==> src/rtl/pc_npc_pkg.sv <==
package pc_npc_pkg;
  typedef enum logic [4:0] {
    OP_NONE    = 5'd0,
    OP_BR_C    = 5'd1,
    OP_BR_NC   = 5'd2,
    OP_BR_N    = 5'd3,
    OP_BR_NN   = 5'd4,
    OP_BR_OV   = 5'd5,
    OP_BR_NOV  = 5'd6,
    OP_BR_Z    = 5'd7,
    OP_BR_NZ   = 5'd8,
    OP_BRA     = 5'd9,
    OP_RCALL   = 5'd10,
    OP_CMP_EQ  = 5'd11,
    OP_CMP_GT  = 5'd12,
    OP_CMP_LT  = 5'd13,
    OP_DEC_SZ  = 5'd14,
    OP_DEC_SNZ = 5'd15,
    OP_INC_SZ  = 5'd16,
    OP_INC_SNZ = 5'd17,
    OP_TST_SZ  = 5'd18,
    OP_BIT_SC  = 5'd19,
    OP_BIT_SS  = 5'd20
  } npc_op_e;

  // flag vector layout {N, OV, Z, C}
  localparam int unsigned FL_C  = 0;
  localparam int unsigned FL_Z  = 1;
  localparam int unsigned FL_OV = 2;
  localparam int unsigned FL_N  = 3;
endpackage

==> src/rtl/pc_npc_cond.sv <==
module pc_npc_cond
  import pc_npc_pkg::*;
(
  input  logic [4:0] op_i,
  input  logic [3:0] flags_i,
  output logic       cond_br_o,
  output logic       taken_o
);
  always_comb begin
    cond_br_o = 1'b1;
    taken_o   = 1'b0;
    case (op_i)
      OP_BR_C:   taken_o =  flags_i[FL_C];
      OP_BR_NC:  taken_o = ~flags_i[FL_C];
      OP_BR_N:   taken_o =  flags_i[FL_N];
      OP_BR_NN:  taken_o = ~flags_i[FL_N];
      OP_BR_OV:  taken_o =  flags_i[FL_OV];
      OP_BR_NOV: taken_o = ~flags_i[FL_OV];
      OP_BR_Z:   taken_o =  flags_i[FL_Z];
      OP_BR_NZ:  taken_o = ~flags_i[FL_Z];
      default:   cond_br_o = 1'b0;
    endcase
  end
endmodule

==> src/rtl/pc_npc_skip.sv <==
module pc_npc_skip
  import pc_npc_pkg::*;
#(
  parameter int unsigned DW = 8,
  localparam int unsigned BW = $clog2(DW)
) (
  input  logic [4:0]    op_i,
  input  logic [DW-1:0] file_i,
  input  logic [DW-1:0] wreg_i,
  input  logic [DW-1:0] cnt_i,
  input  logic [BW-1:0] bit_sel_i,
  output logic          skip_op_o,
  output logic          skip_o
);
  logic cnt_zero, file_zero, sel_bit;

  assign cnt_zero  = (cnt_i == '0);
  assign file_zero = (file_i == '0);
  assign sel_bit   = file_i[bit_sel_i];

  always_comb begin
    skip_op_o = 1'b1;
    skip_o    = 1'b0;
    case (op_i)
      OP_CMP_EQ:  skip_o = (file_i == wreg_i);
      OP_CMP_GT:  skip_o = (file_i >  wreg_i);
      OP_CMP_LT:  skip_o = (file_i <  wreg_i);
      OP_DEC_SZ,
      OP_INC_SZ:  skip_o = cnt_zero;
      OP_DEC_SNZ,
      OP_INC_SNZ: skip_o = ~cnt_zero;
      OP_TST_SZ:  skip_o = file_zero;
      OP_BIT_SC:  skip_o = ~sel_bit;
      OP_BIT_SS:  skip_o = sel_bit;
      default:    skip_op_o = 1'b0;
    endcase
  end
endmodule

==> src/rtl/pc_npc_target.sv <==
module pc_npc_target #(
  parameter int unsigned AW    = 21,
  parameter int unsigned OFF_W = 8
) (
  input  logic [AW-1:0]    pc_i,
  input  logic [OFF_W-1:0] off_i,
  output logic [AW-1:0]    tgt_o
);
  logic [AW-1:0] off_ext, off_dbl;

  assign off_ext = {{(AW-OFF_W){off_i[OFF_W-1]}}, off_i};
  assign off_dbl = {off_ext[AW-2:0], 1'b0};
  assign tgt_o   = pc_i + AW'(2) + off_dbl;
endmodule

==> src/rtl/pc_npc_top.sv <==
module pc_npc_top
  import pc_npc_pkg::*;
#(
  parameter int unsigned AW     = 21,
  parameter int unsigned DW     = 8,
  parameter int unsigned SOFF_W = 8,
  parameter int unsigned LOFF_W = 11,
  localparam int unsigned BW    = $clog2(DW)
) (
  input  logic              clk_i,
  input  logic              rst_ni,
  input  logic              valid_i,
  input  logic [4:0]        op_i,
  input  logic [AW-1:0]     pc_i,
  input  logic [LOFF_W-1:0] off_i,
  input  logic [3:0]        flags_i,
  input  logic [DW-1:0]     file_i,
  input  logic [DW-1:0]     wreg_i,
  input  logic [DW-1:0]     cnt_i,
  input  logic [BW-1:0]     bit_sel_i,
  output logic              valid_o,
  output logic [AW-1:0]     next_pc_o,
  output logic              skip_o,
  output logic              push_o,
  output logic [AW-1:0]     ret_addr_o
);
  localparam int unsigned NTGT = 2;

  logic [AW-1:0] tgt [NTGT];
  logic [AW-1:0] seq_pc, npc_d;
  logic          cond_br, cond_taken, skip_op, skip_hit;
  logic          is_long, is_call;

  // index 0: short (conditional) offset, index 1: long (bra/call) offset
  for (genvar g = 0; g < NTGT; g++) begin : g_tgt
    localparam int unsigned OW = (g == 0) ? SOFF_W : LOFF_W;
    pc_npc_target #(.AW(AW), .OFF_W(OW)) u_tgt (
      .pc_i  (pc_i),
      .off_i (off_i[OW-1:0]),
      .tgt_o (tgt[g])
    );
  end

  pc_npc_cond u_cond (
    .op_i      (op_i),
    .flags_i   (flags_i),
    .cond_br_o (cond_br),
    .taken_o   (cond_taken)
  );

  pc_npc_skip #(.DW(DW)) u_skip (
    .op_i      (op_i),
    .file_i    (file_i),
    .wreg_i    (wreg_i),
    .cnt_i     (cnt_i),
    .bit_sel_i (bit_sel_i),
    .skip_op_o (skip_op),
    .skip_o    (skip_hit)
  );

  assign seq_pc  = pc_i + AW'(2);
  assign is_call = (op_i == OP_RCALL);
  assign is_long = (op_i == OP_BRA) || is_call;

  always_comb begin
    npc_d = seq_pc;
    if (is_long)                    npc_d = tgt[1];
    else if (cond_br && cond_taken) npc_d = tgt[0];
  end

  always_ff @(posedge clk_i or negedge rst_ni) begin
    if (!rst_ni) begin
      valid_o    <= 1'b0;
      next_pc_o  <= '0;
      skip_o     <= 1'b0;
      push_o     <= 1'b0;
      ret_addr_o <= '0;
    end else begin
      valid_o <= valid_i;
      skip_o  <= valid_i && skip_op && skip_hit;
      push_o  <= valid_i && is_call;
      if (valid_i) begin
        next_pc_o  <= npc_d;
        ret_addr_o <= seq_pc;
      end
    end
  end
endmodule

==> config.mk <==
export PLATFORM = sky130hd
export DESIGN_NAME = pc_npc_top
export DESIGN_NICKNAME = d
export VERILOG_FILES = /design/src/rtl/pc_npc_pkg.sv /design/src/rtl/pc_npc_cond.sv /design/src/rtl/pc_npc_skip.sv /design/src/rtl/pc_npc_target.sv /design/src/rtl/pc_npc_top.sv
export SDC_FILE = /design/constraint.sdc
export NUM_CORES = 1
export LEC_CHECK = 0
export ABC_AREA = 1
export BUFFER_PORTS_ARGS = -buffer_cell sky130_fd_sc_hd__buf_2
export CORE_MARGIN = 1.5
export CORE_UTILIZATION = 25
export CTS_CLUSTER_DIAMETER = 50
export DETAILED_ROUTE_END_ITERATION = 8
export GPL_ROUTABILITY_DRIVEN = 0
export HOLD_SLACK_MARGIN = 0.08
export MAX_ROUTING_LAYER = met4
export PLACE_DENSITY = 0.53
export SLEW_MARGIN = 10
export SYNTH_ARGS = -nofsm -noshare
export SYNTH_HDL_FRONTEND = slang
export SYNTH_HIERARCHICAL = 1
export SYNTH_SLANG_ARGS = --single-unit
export TNS_END_PERCENT = 100
==> constraint.sdc <==
create_clock -name clk_i -period 0.8 [get_ports clk_i]
set_input_delay 0.08 -clock clk_i [delete_from_list [all_inputs] [get_ports clk_i]]
set_output_delay 0.08 -clock clk_i [all_outputs]
set_load 0.02 [all_outputs]
==> flow_summary.json, run 1 <==
{
  "fin_ws_ps": -937.2,
  "path_clk_slew_ps": 70,
  "io_buffers": 115,
  "crit_path_cell_trace": "buf_8 -> ha_4 -> ha_4 -> inv_2 -> fa_2 -> inv_2 -> buf_4 -> nand3_4 -> nand3_4 -> nand2_2 -> nand2_1 -> nand2_1 -> nand2_1 -> nor2_1 -> nor2_1 -> nand2_1 -> a21oi_2",
  "p_int_uw": 8024,
  "tns_ps": -22950,
  "synth_area_leaders": "dfrtp_1 (18%), nand2_1 (17%), ha_1 (17%)",
  "violations": "negative setup slack",
  "fp-row-count": 57,
  "grt_pass1_wl_um": 35540,
  "fillCellCount": 2394,
  "r2r_start": "ret_addr_o[15]",
  "die-area_um2": 25370,
  "final_hold_viol_count": 0,
  "die_h_um": 159.3,
  "wire_per_inst_um": 13.65,
  "status": "complete, but fails checks",
  "min_path_cells": 2,
  "r2r.worst_path.cells": 3,
  "initial_core_util_pct": 25.26,
  "crit_start": "off_i[1]",
  "clockBufferDepth": 2,
  "fmax_ghz": 0.5756,
  "cp_max_fo": 3,
  "diodes": 0,
  "seqPwrFrac_pct": 20.6,
  "power_switching_uw": 5176,
  "dp_slack_ps": -1281,
  "grt_max_degree": 46,
  "cts_tree": "built",
  "final.setup_skew_ps": 0,
  "p_leak_uw": 0.005596,
  "synth_nets": 1128,
  "synth_area_per_cell_um2": 6.283,
  "synth_area_um2": 6107,
  "ant_nets": 0,
  "antenna_found_initial": 0,
  "cp_top_family": "adder cells",
  "clkSinkCount": 45,
  "drive_above_1_share_pct": 51.86,
  "max_stage_delay_ps": 370,
  "coreArea_um2": 24180,
  "p_clk_share_pct": 18.8,
  "synth_edf_count": 0,
  "maxCapViolCount": 0,
  "path_common_cell": "nand2_1",
  "post-route-min-period_ps": 1737,
  "rrSetupSlack_ps": -50,
  "vias": 7138,
  "routed_via_density": 4.417,
  "grt-ovfl-total": 0,
  "totalWireLength_um": 22070,
  "path_buf_inv": 4,
  "first_global_vias": 6976,
  "worst_setup_path_start_kind": "primary input",
  "yosysUniqueCellTypes": 40,
  "synth_top_area_cell": "dfrtp_1",
  "syn_inst": 972,
  "use_met1_pct": 22.75,
  "synth_seq_cells": 45,
  "maxSlewViolCount": 0,
  "nets": 1447,
  "dpl.hpwl_um": 17510,
  "worst_pin_slew_ps": 280.7,
  "dr.pass1.iters": 4,
  "powerDensity_nw_per_um2": 1155,
  "netSwitchingFraction_pct": 39.21,
  "remaining_drc_errors": 0,
  "rsz0062_at_grt": "yes",
  "area_growth_pct": 87.07,
  "cts_buffers": 5,
  "slowest_stage": "fa_2",
  "ys_warn_count": 6,
  "num_io_pins": 116,
  "grt_usage_pct": 17.81,
  "final_common_cell": "nand2_1",
  "clk-insertion-delay-late_ps": 290,
  "grt_busiest_layer": "met2",
  "root_buffer": "clkbuf_16",
  "final_cell_mix": "nand2_1 (205), buf_4 (179), inv_1 (112)",
  "h-tree-depth": 2,
  "reg2reg_to": "ret_addr_o[15]",
  "arrival_ps": 1960,
  "hold_class": "primary input to flop",
  "yosysSeqAreaShare_pct": 18.44,
  "cp.depth": 17,
  "critical_path.endpoint": "next_pc_o[20]",
  "grtUsageMet3_pct": 2.527,
  "netlist.area_leader.share_pct": 18.44,
  "ir_worst_vdd_v": 0.0007483,
  "drt_iter0_markers": 301,
  "dieWidth_um": 159.3,
  "crit_path_end_kind": "flop",
  "setup_violations": 83,
  "relSlewSlack_pct": 81.29,
  "synth-main-ff-cell": "dfrtp_1",
  "period_share_pct": 217.1,
  "met2_usage_pct": 30.73,
  "p_comb_share_pct": 60.5,
  "crit_required_ps": 1020,
  "async_flop_share_pct": 100.0,
  "critPathKind": "primary input to flop"
}
routing by layer:
metal	vias to the layer above	wire (um)
li1	3730	-
met1	3260	10030
met2	129	10970
met3	19	824
met4	0	244
met5	-	0
kinds of logic (layout without fill, tap and decap cells):
family	after synthesis	after routing	synth area share, %
xor+xnor	29	29	4.159
flops	45	45	18.44
buf+inv	165	485	10.61
compound gates	120	120	11.00
fa+ha+maj	85	85	17.66
mux	2	2	0.3278
simple gates	526	526	37.80
sequential cells by signal, summed over array words and instances, names as in the netlist:
| register | count |
|---|---|
| valid_o | 1 |
| push_o | 1 |
| skip_o | 1 |
| next_pc_o | 21 |
| ret_addr_o | 21 |
synth_stat cells, types with 11 or more instances:
| library cell | number |
|---|---|
| o21ai_0 | 30 |
| a31oi_1 | 12 |
| nand3_1 | 64 |
| nor2_2 | 16 |
| xnor2_1 | 11 |
| nor2_1 | 113 |
| inv_1 | 138 |
| dfrtp_1 | 45 |
| nand2_1 | 279 |
| xor2_1 | 18 |
| nand2_2 | 21 |
| ha_1 | 83 |
| a21oi_1 | 53 |
power groups by stage:
stage | sequential (uW) | combinational (uW) | clock (uW)
CTS | 2720 | 7510 | 2520
global route | 2740 | 8740 | 2640
floorplan | 2970 | 3560 | 0
detailed placement | 2700 | 6470 | 0
finish | 2720 | 7990 | 2490
global placement | 2700 | 6410 | 0
repair_timing:
item	CTS	global route
endpoints found under the hold margin	48	0
hold buffers	3	0
gates cloned	2	0
resized for setup	263	128
setup endpoints to repair	83	86
pin swaps	96	88
setup buffers	24	18
through the flow:
stage          cell area [um^2]  total power [uW]  instances  util [%]  hold WS [ps]
6_report                  11420             13200       1616     47.25         93.76
5_1_grt                   11420             14120       1616     47.25         86.65
4_1_cts                   10820             12750       1600     44.74         91.58
3_5_place_dp               9477              9173       1563     39.20         93.95
3_3_place_gp               9477              9109       1563     39.20         90.71
2_1_floorplan              7236              6531        972         -        -215.6
worst register-to-register path, stage by stage, from the launching register on:
cell and delay, ps:
dfrtp_1 390, buf_4 130, nor2_1 170, a31oi_4 40
layout make-up:
cell class	instances	area, um^2	area share, %
Inverter	147	599.3	5.246
Multi-Input combinational cell	762	6156	53.88
Clock buffer	6	128.9	1.128
Tap cell	324	405.4	3.548
Timing Repair Buffer	330	2969	25.99
Clock inverter	2	38.79	0.3395
Sequential cell	45	1127	9.867
how the worst min path moves through the flow:
stage                          end  slack [ps]    start
floorplan             next_pc_o[0]        -220   rst_ni
global placement    ret_addr_o[15]          90   rst_ni
detailed placement  ret_addr_o[15]          90   rst_ni
CTS                        valid_o          90  valid_i
global route               valid_o          90  valid_i
finish                     valid_o          90  valid_i
(Power assumes the default switching activity.)
==> inputs of run 2 (changes only) <==
--- a/config.mk
+++ b/config.mk
@@ -14,10 +14,9 @@
 export GPL_ROUTABILITY_DRIVEN = 0
 export HOLD_SLACK_MARGIN = 0.08
 export MAX_ROUTING_LAYER = met4
-export PLACE_DENSITY = 0.53
+export PLACE_DENSITY = 0.54
 export SLEW_MARGIN = 10
 export SYNTH_ARGS = -nofsm -noshare
 export SYNTH_HDL_FRONTEND = slang
-export SYNTH_HIERARCHICAL = 1
 export SYNTH_SLANG_ARGS = --single-unit
 export TNS_END_PERCENT = 100
==> run 2 against run 1 <==
Sequential power decreased by 1%. Setup slack got worse by 490 ps. Clock skew unchanged. Cell area decreased by 11%. The run still ends with negative setup slack left. Cell count decreased by 11%. Flip-flop and latch count decreased by 1. Synthesized cell count decreased by 17%. Clock-buffer cell count increased by 1. Via count decreased by 4.0%. Global-route usage increased by 3.6 points.
==> flow_summary.json, run 2 <==
{
  "dieWidth_um": 143.4,
  "powerDensity_nw_per_um2": 1183,
  "grt_usage_pct": 21.38,
  "ir_worst_vdd_v": 0.0008516,
  "crit_required_ps": 1030,
  "crit_path_cell_trace": "buf_8 -> nand2_4 -> nor2_4 -> nand2_4 -> nor2_4 -> buf_4 -> xnor2_2 -> inv_2 -> buf_4 -> ha_4 -> nand2_2 -> buf_4 -> nor2_2 -> nand3_2 -> a21o_1 -> nand3_2 -> nand2_2 -> a21oi_2",
  "fmax_ghz": 0.4495,
  "area_growth_pct": 105.3,
  "grt_pass1_wl_um": 33410,
  "netlist.area_leader.share_pct": 22.33,
  "clockBufferDepth": 2,
  "totalWireLength_um": 22370,
  "num_io_pins": 116,
  "final_hold_viol_count": 0,
  "arrival_ps": 2450,
  "cp_top_family": "simple AND/OR/NAND/NOR gates",
  "post-route-min-period_ps": 2225,
  "rsz0062_at_grt": "yes",
  "critPathKind": "primary input to flop",
  "crit_path_end_kind": "flop",
  "grt-ovfl-total": 0,
  "period_share_pct": 278.1,
  "fillCellCount": 1791,
  "final.setup_skew_ps": 0,
  "met1_length_um": 9668,
  "yosysSeqAreaShare_pct": 22.33,
  "p_leak_uw": 0.004908,
  "top_regs": "next_pc_o (21), ret_addr_o (20)",
  "diodes": 0,
  "synth_area_leaders": "dfrtp_1 (22%), nand2_1 (19%), ha_1 (10%)",
  "dr.pass1.iters": 5,
  "worst_setup_path_start_kind": "primary input",
  "io_buffers": 115,
  "synth_nets": 915,
  "path_buf_inv": 5,
  "path_clk_slew_ps": 70,
  "synth_area_um2": 4931,
  "remaining_drc_errors": 0,
  "relSlewSlack_pct": 78.80,
  "min_path_cells": 2,
  "maxSlewViolCount": 0,
  "violations": "negative setup slack",
  "largest_register_ffs": 21,
  "min_from": "valid_i",
  "reg2reg_to": "ret_addr_o[6]",
  "seqCellArea_um2": 1101,
  "slowest_stage": "ha_4",
  "fin_util_pct": 52.19,
  "cts_tree": "built",
  "setup_violations": 80,
  "hold_class": "primary input to flop",
  "final_common_cell": "buf_4",
  "max_stage_delay_ps": 290,
  "fin_cells": 1443,
  "first_global_vias": 6527,
  "maxCapViolCount": 0,
  "r2r_start": "ret_addr_o[6]",
  "wire_per_inst_um": 15.50,
  "drive_above_1_share_pct": 57.05,
  "vias": 6855,
  "drt_iter0_markers": 391,
  "ys_warn_count": 0,
  "top_layer": "met4",
  "routed_via_density": 4.751,
  "place_inst": 1370,
  "cp_max_fo": 4,
  "status": "complete, but fails checks",
  "root_buffer": "clkbuf_16",
  "path_common_cell": "buf_4",
  "initial_core_util_pct": 25.42,
  "antenna_found_initial": 0,
  "dpl.hpwl_um": 16300,
  "clk-insertion-delay-late_ps": 290,
  "yosysUniqueCellTypes": 39,
  "synth_seq_cells": 44,
  "wl_met2_um": 10840,
  "nets": 1290,
  "holdPathEnd": "valid_o",
  "async_flop_share_pct": 100.0,
  "coreArea_um2": 19400,
  "synth-main-ff-cell": "dfrtp_1",
  "final_cell_mix": "buf_4 (234), nand2_1 (186), buf_6 (83)",
  "regMostFlops": "next_pc_o",
  "die-area_um2": 20580,
  "r2r.worst_path.cells": 4,
  "rrSetupSlack_ps": -70,
  "grt_max_degree": 45,
  "die_h_um": 143.4,
  "clkSinkCount": 44,
  "multi_input_area_um2": 4922,
  "synth_top_cells_by_count": "nand2_1 (256), inv_1 (94), nor2_1 (76)",
  "synth_area_per_cell_um2": 6.148,
  "yosysMostFrequentCell": "nand2_1",
  "h-tree-depth": 2,
  "synth_edf_count": 0,
  "wl_met3_um": 1035,
  "cts_buffers": 5,
  "syn_inst": 802,
  "fp-row-count": 51,
  "worst_pin_slew_ps": 318.0,
  "ant_nets": 0,
  "fin_ws_ps": -1425,
  "synth_top_area_cell": "dfrtp_1"
}
-- run 2: worst register-to-register path, stage by stage (launching register included) --
cell,delay [ps]
dfrtp_1,400
buf_4,140
buf_4,120
nand2_1,50
o21ai_1,50
-- run 2: worst max path at each step --
| stage | startpoint | end | depth (start not counted) |
|---|---|---|---|
| after CTS | pc_i[2] | next_pc_o[18] | 20 |
| after global routing | pc_i[2] | next_pc_o[19] | 20 |
| after detailed placement | pc_i[3] | next_pc_o[18] | 20 |
| final | pc_i[2] | next_pc_o[14] | 18 |
| after global placement | pc_i[5] | next_pc_o[13] | 19 |
| after floorplan | pc_i[1] | next_pc_o[18] | 19 |
-- run 2: cell type report --
type	instances	area share, %
clock inverters	1	0.07415
multi-input cells	647	48.62
inverters	98	3.955
clock buffers	7	1.409
flip-flops and latches	44	10.87
well taps	265	3.275
repair buffers	381	31.80
-- run 2: stage by stage --
step	TNS, ps	hold WS, ps	total power (uW)	setup slack (ps)	area [um^2]
2_1_floorplan	-21410	-215.6	5302	-1341	5430
3_3_place_gp	-39960	83.39	7730	-1901	7838
3_5_place_dp	-40640	83.51	7755	-1926	7838
4_1_cts	-28330	142.1	11420	-1327	9498
5_1_grt	-34570	153.7	12630	-1587	10120
6_report	-30120	148.8	11980	-1425	10120
-- run 2: power breakdown --
part           leakage, uW  internal, uW  switching, uW  total [uW]
Clock            0.0000701          1250           1050        2300
Combinational      0.00431          3460           3530        7000
Sequential        0.000531          2480            203        2680
Total              0.00491          7190           4780       12000
-- run 2: what timing repair did --
action	CTS	global route
hold buffers	2	0
setup endpoints to repair	82	81
gates resized for setup	306	120
endpoints found under the hold margin	45	0
cloned	1	0
pin swaps	122	106
buffers inserted	46	22
-- run 2: cells by family (layout without fill, tap and decap cells) --
kind of cell / count (synthesis) / in the layout / share of synthesized area [%]
AND/OR/NAND/NOR: 455 / 456 / 39.76
XOR/XNOR: 18 / 18 / 3.197
buffers and inverters: 112 / 487 / 9.058
AO/OA/AOI/OAI: 131 / 131 / 14.84
flip-flops: 44 / 44 / 22.33
adder cells (fa/ha/maj): 42 / 42 / 10.81
-- run 2: per-layer routing --
metal  up-vias  track usage (%)
li1       3379                -
met5         -                -
met2       208            36.61
met3        68            2.099
met1      3200            26.50
met4         0            6.606
==> inputs of run 3 (changes only) <==
--- a/config.mk
+++ b/config.mk
@@ -7,6 +7,7 @@
 export LEC_CHECK = 0
 export ABC_AREA = 1
 export BUFFER_PORTS_ARGS = -buffer_cell sky130_fd_sc_hd__buf_2
+export CORE_ASPECT_RATIO = 1.2
 export CORE_MARGIN = 1.5
 export CORE_UTILIZATION = 25
 export CTS_CLUSTER_DIAMETER = 50
==> run 3 against run 2 <==
The flow still finishes with violations (negative setup slack). Critical path depth rose by 6. Clock skew unchanged. First-iteration DRC count fell by 6.9%. Sequential share of layout area increased by 0.29 points. Flip-flop and latch count stayed put. Wire length decreased by 5.5%. Sequential power barely moved. Cell area shrank 2.5%. Register-to-register slack hardly changed. Critical path type unchanged. Largest power group unchanged.
==> flow_summary.json, run 3 (synthesis results as in run 2) <==
{
  "cp_max_fo": 5,
  "remaining_drc_errors": 0,
  "drt_iter0_markers": 364,
  "status": "complete, but fails checks",
  "maxCapViolCount": 0,
  "clockBufferDepth": 2,
  "clk-insertion-delay-late_ps": 300,
  "relSlewSlack_pct": 76.67,
  "dr.pass1.iters": 5,
  "cp_top_family": "simple AND/OR/NAND/NOR gates",
  "vias": 6647,
  "p_leak_uw": 0.004789,
  "rsz0062_at_grt": "yes",
  "grt_max_degree": 45,
  "critical_path.endpoint": "next_pc_o[20]",
  "root_buffer": "clkbuf_16",
  "worst_setup_path_start_kind": "primary input",
  "final_common_cell": "buf_4",
  "dpl.hpwl_um": 16170,
  "reg2reg_to": "next_pc_o[7]",
  "routed_via_density": 4.701,
  "r2r_start": "next_pc_o[7]",
  "setup_violations": 78,
  "final_cell_mix": "buf_4 (217), nand2_1 (193), buf_6 (83)",
  "dieWidth_um": 131.2,
  "tns_ps": -30050,
  "die_h_um": 156.8,
  "hold_class": "primary input to flop",
  "fin_util_pct": 50.88,
  "fp-row-count": 56,
  "io_buffers": 115,
  "cts_buffers": 5,
  "totalWireLength_um": 21130,
  "ir_worst_vdd_v": 0.0007249,
  "worst_pin_slew_ps": 346.8,
  "final.setup_skew_ps": 0,
  "fin_cells": 1414,
  "arrival_ps": 2410,
  "slowest_stage": "ha_4",
  "crit_path_cell_trace": "buf_12 -> ha_4 -> nand2_4 -> nor2_4 -> nand2_4 -> nor2_4 -> nand2_4 -> xor2_4 -> inv_2 -> ha_4 -> nand2_8 -> inv_2 -> nand2_1 -> and2_4 -> nand2_2 -> nand2_1 -> nand3_2 -> inv_1 -> nand2_1 -> nand3_1 -> nand2_1 -> nand2_1 -> nand2_1 -> nand2_1",
  "rrSetupSlack_ps": -70,
  "place_inst": 1350,
  "regMostFlops": "next_pc_o",
  "h-tree-depth": 2,
  "crit_required_ps": 990,
  "fillCellCount": 1819,
  "grt_usage_pct": 20.49,
  "period_share_pct": 277.1,
  "cp.depth": 24,
  "cts_tree": "built",
  "grt-ovfl-total": 0,
  "largest_register_ffs": 21,
  "grt_pass1_wl_um": 32410,
  "max_stage_delay_ps": 350,
  "antenna_found_initial": 0,
  "ant_nets": 0,
  "fmax_ghz": 0.4511,
  "r2r.worst_path.cells": 4,
  "multi_input_area_um2": 4888,
  "violations": "negative setup slack",
  "first_global_vias": 6404,
  "seqCellArea_um2": 1102,
  "hold_slack_ps": 104.8,
  "drive_above_1_share_pct": 54.64,
  "clkSinkCount": 44,
  "initial_core_util_pct": 25.41,
  "crit_path_end_kind": "flop",
  "critPathKind": "primary input to flop",
  "total_power_uw": 11540,
  "powerDensity_nw_per_um2": 1169,
  "wire_per_inst_um": 14.94,
  "path_clk_slew_ps": 70,
  "diodes": 0,
  "num_io_pins": 116,
  "maxSlewViolCount": 0,
  "top_regs": "next_pc_o (21), ret_addr_o (20)",
  "path_common_cell": "nand2_1",
  "path_buf_inv": 4,
  "coreArea_um2": 19410,
  "post-route-min-period_ps": 2217,
  "die-area_um2": 20580,
  "area_growth_pct": 100.3,
  "nets": 1266,
  "final_hold_viol_count": 0,
  "crit_start": "pc_i[1]",
  "fin_ws_ps": -1417
}
run 3: repair_timing:
item / in CTS / in global routing
hold buffers: 2 / 0
setup endpoints to repair: 82 / 81
endpoints found under the hold margin: 45 / 0
setup buffers: 35 / 21
gates resized for setup: 293 / 132
pin swaps: 90 / 84
run 3: layer usage:
metal / up-vias / global-route usage [%] / share of wire (%)
li1: 3340 / - / -
met1: 3085 / 22.73 / 40
met2: 163 / 37.41 / 52
met3: 59 / 1.684 / 3.3
met4: 0 / 9.524 / 4.7
met5: - / - / 0
run 3: power by group:
group          total (uW)  leakage, uW  internal (uW)  switching, uW
sequential           2690     0.000529           2480            210
combinational        6740      0.00419           3330           3410
clock                2100    0.0000657           1140            965
total               11500      0.00479           6960           4580
run 3: final cells by class:
class | instances | share of cell area (%)
inverter | 98 | 4.080
clock inverter | 2 | 0.1267
clock buffer | 5 | 1.267
multi-input combinational | 646 | 49.51
timing repair buffer | 358 | 30.55
tap | 261 | 3.307
sequential | 44 | 11.16
run 3: how the worst min path moves through the flow:
stage	start	to	slack, ps	cells after the start
after CTS	valid_i	valid_o	90	2
final	valid_i	valid_o	100	2
after global placement	rst_ni	next_pc_o[15]	90	2
after global routing	valid_i	valid_o	110	2
after floorplan	rst_ni	next_pc_o[0]	-220	0
after detailed placement	rst_ni	next_pc_o[15]	90	2
run 3: metrics by stage:
step	instance area, um^2	worst slack (ps)
2_1_floorplan	5430	-1341
3_3_place_gp	7675	-2024
3_5_place_dp	7675	-1990
4_1_cts	9226	-1377
5_1_grt	9874	-1546
6_report	9874	-1417
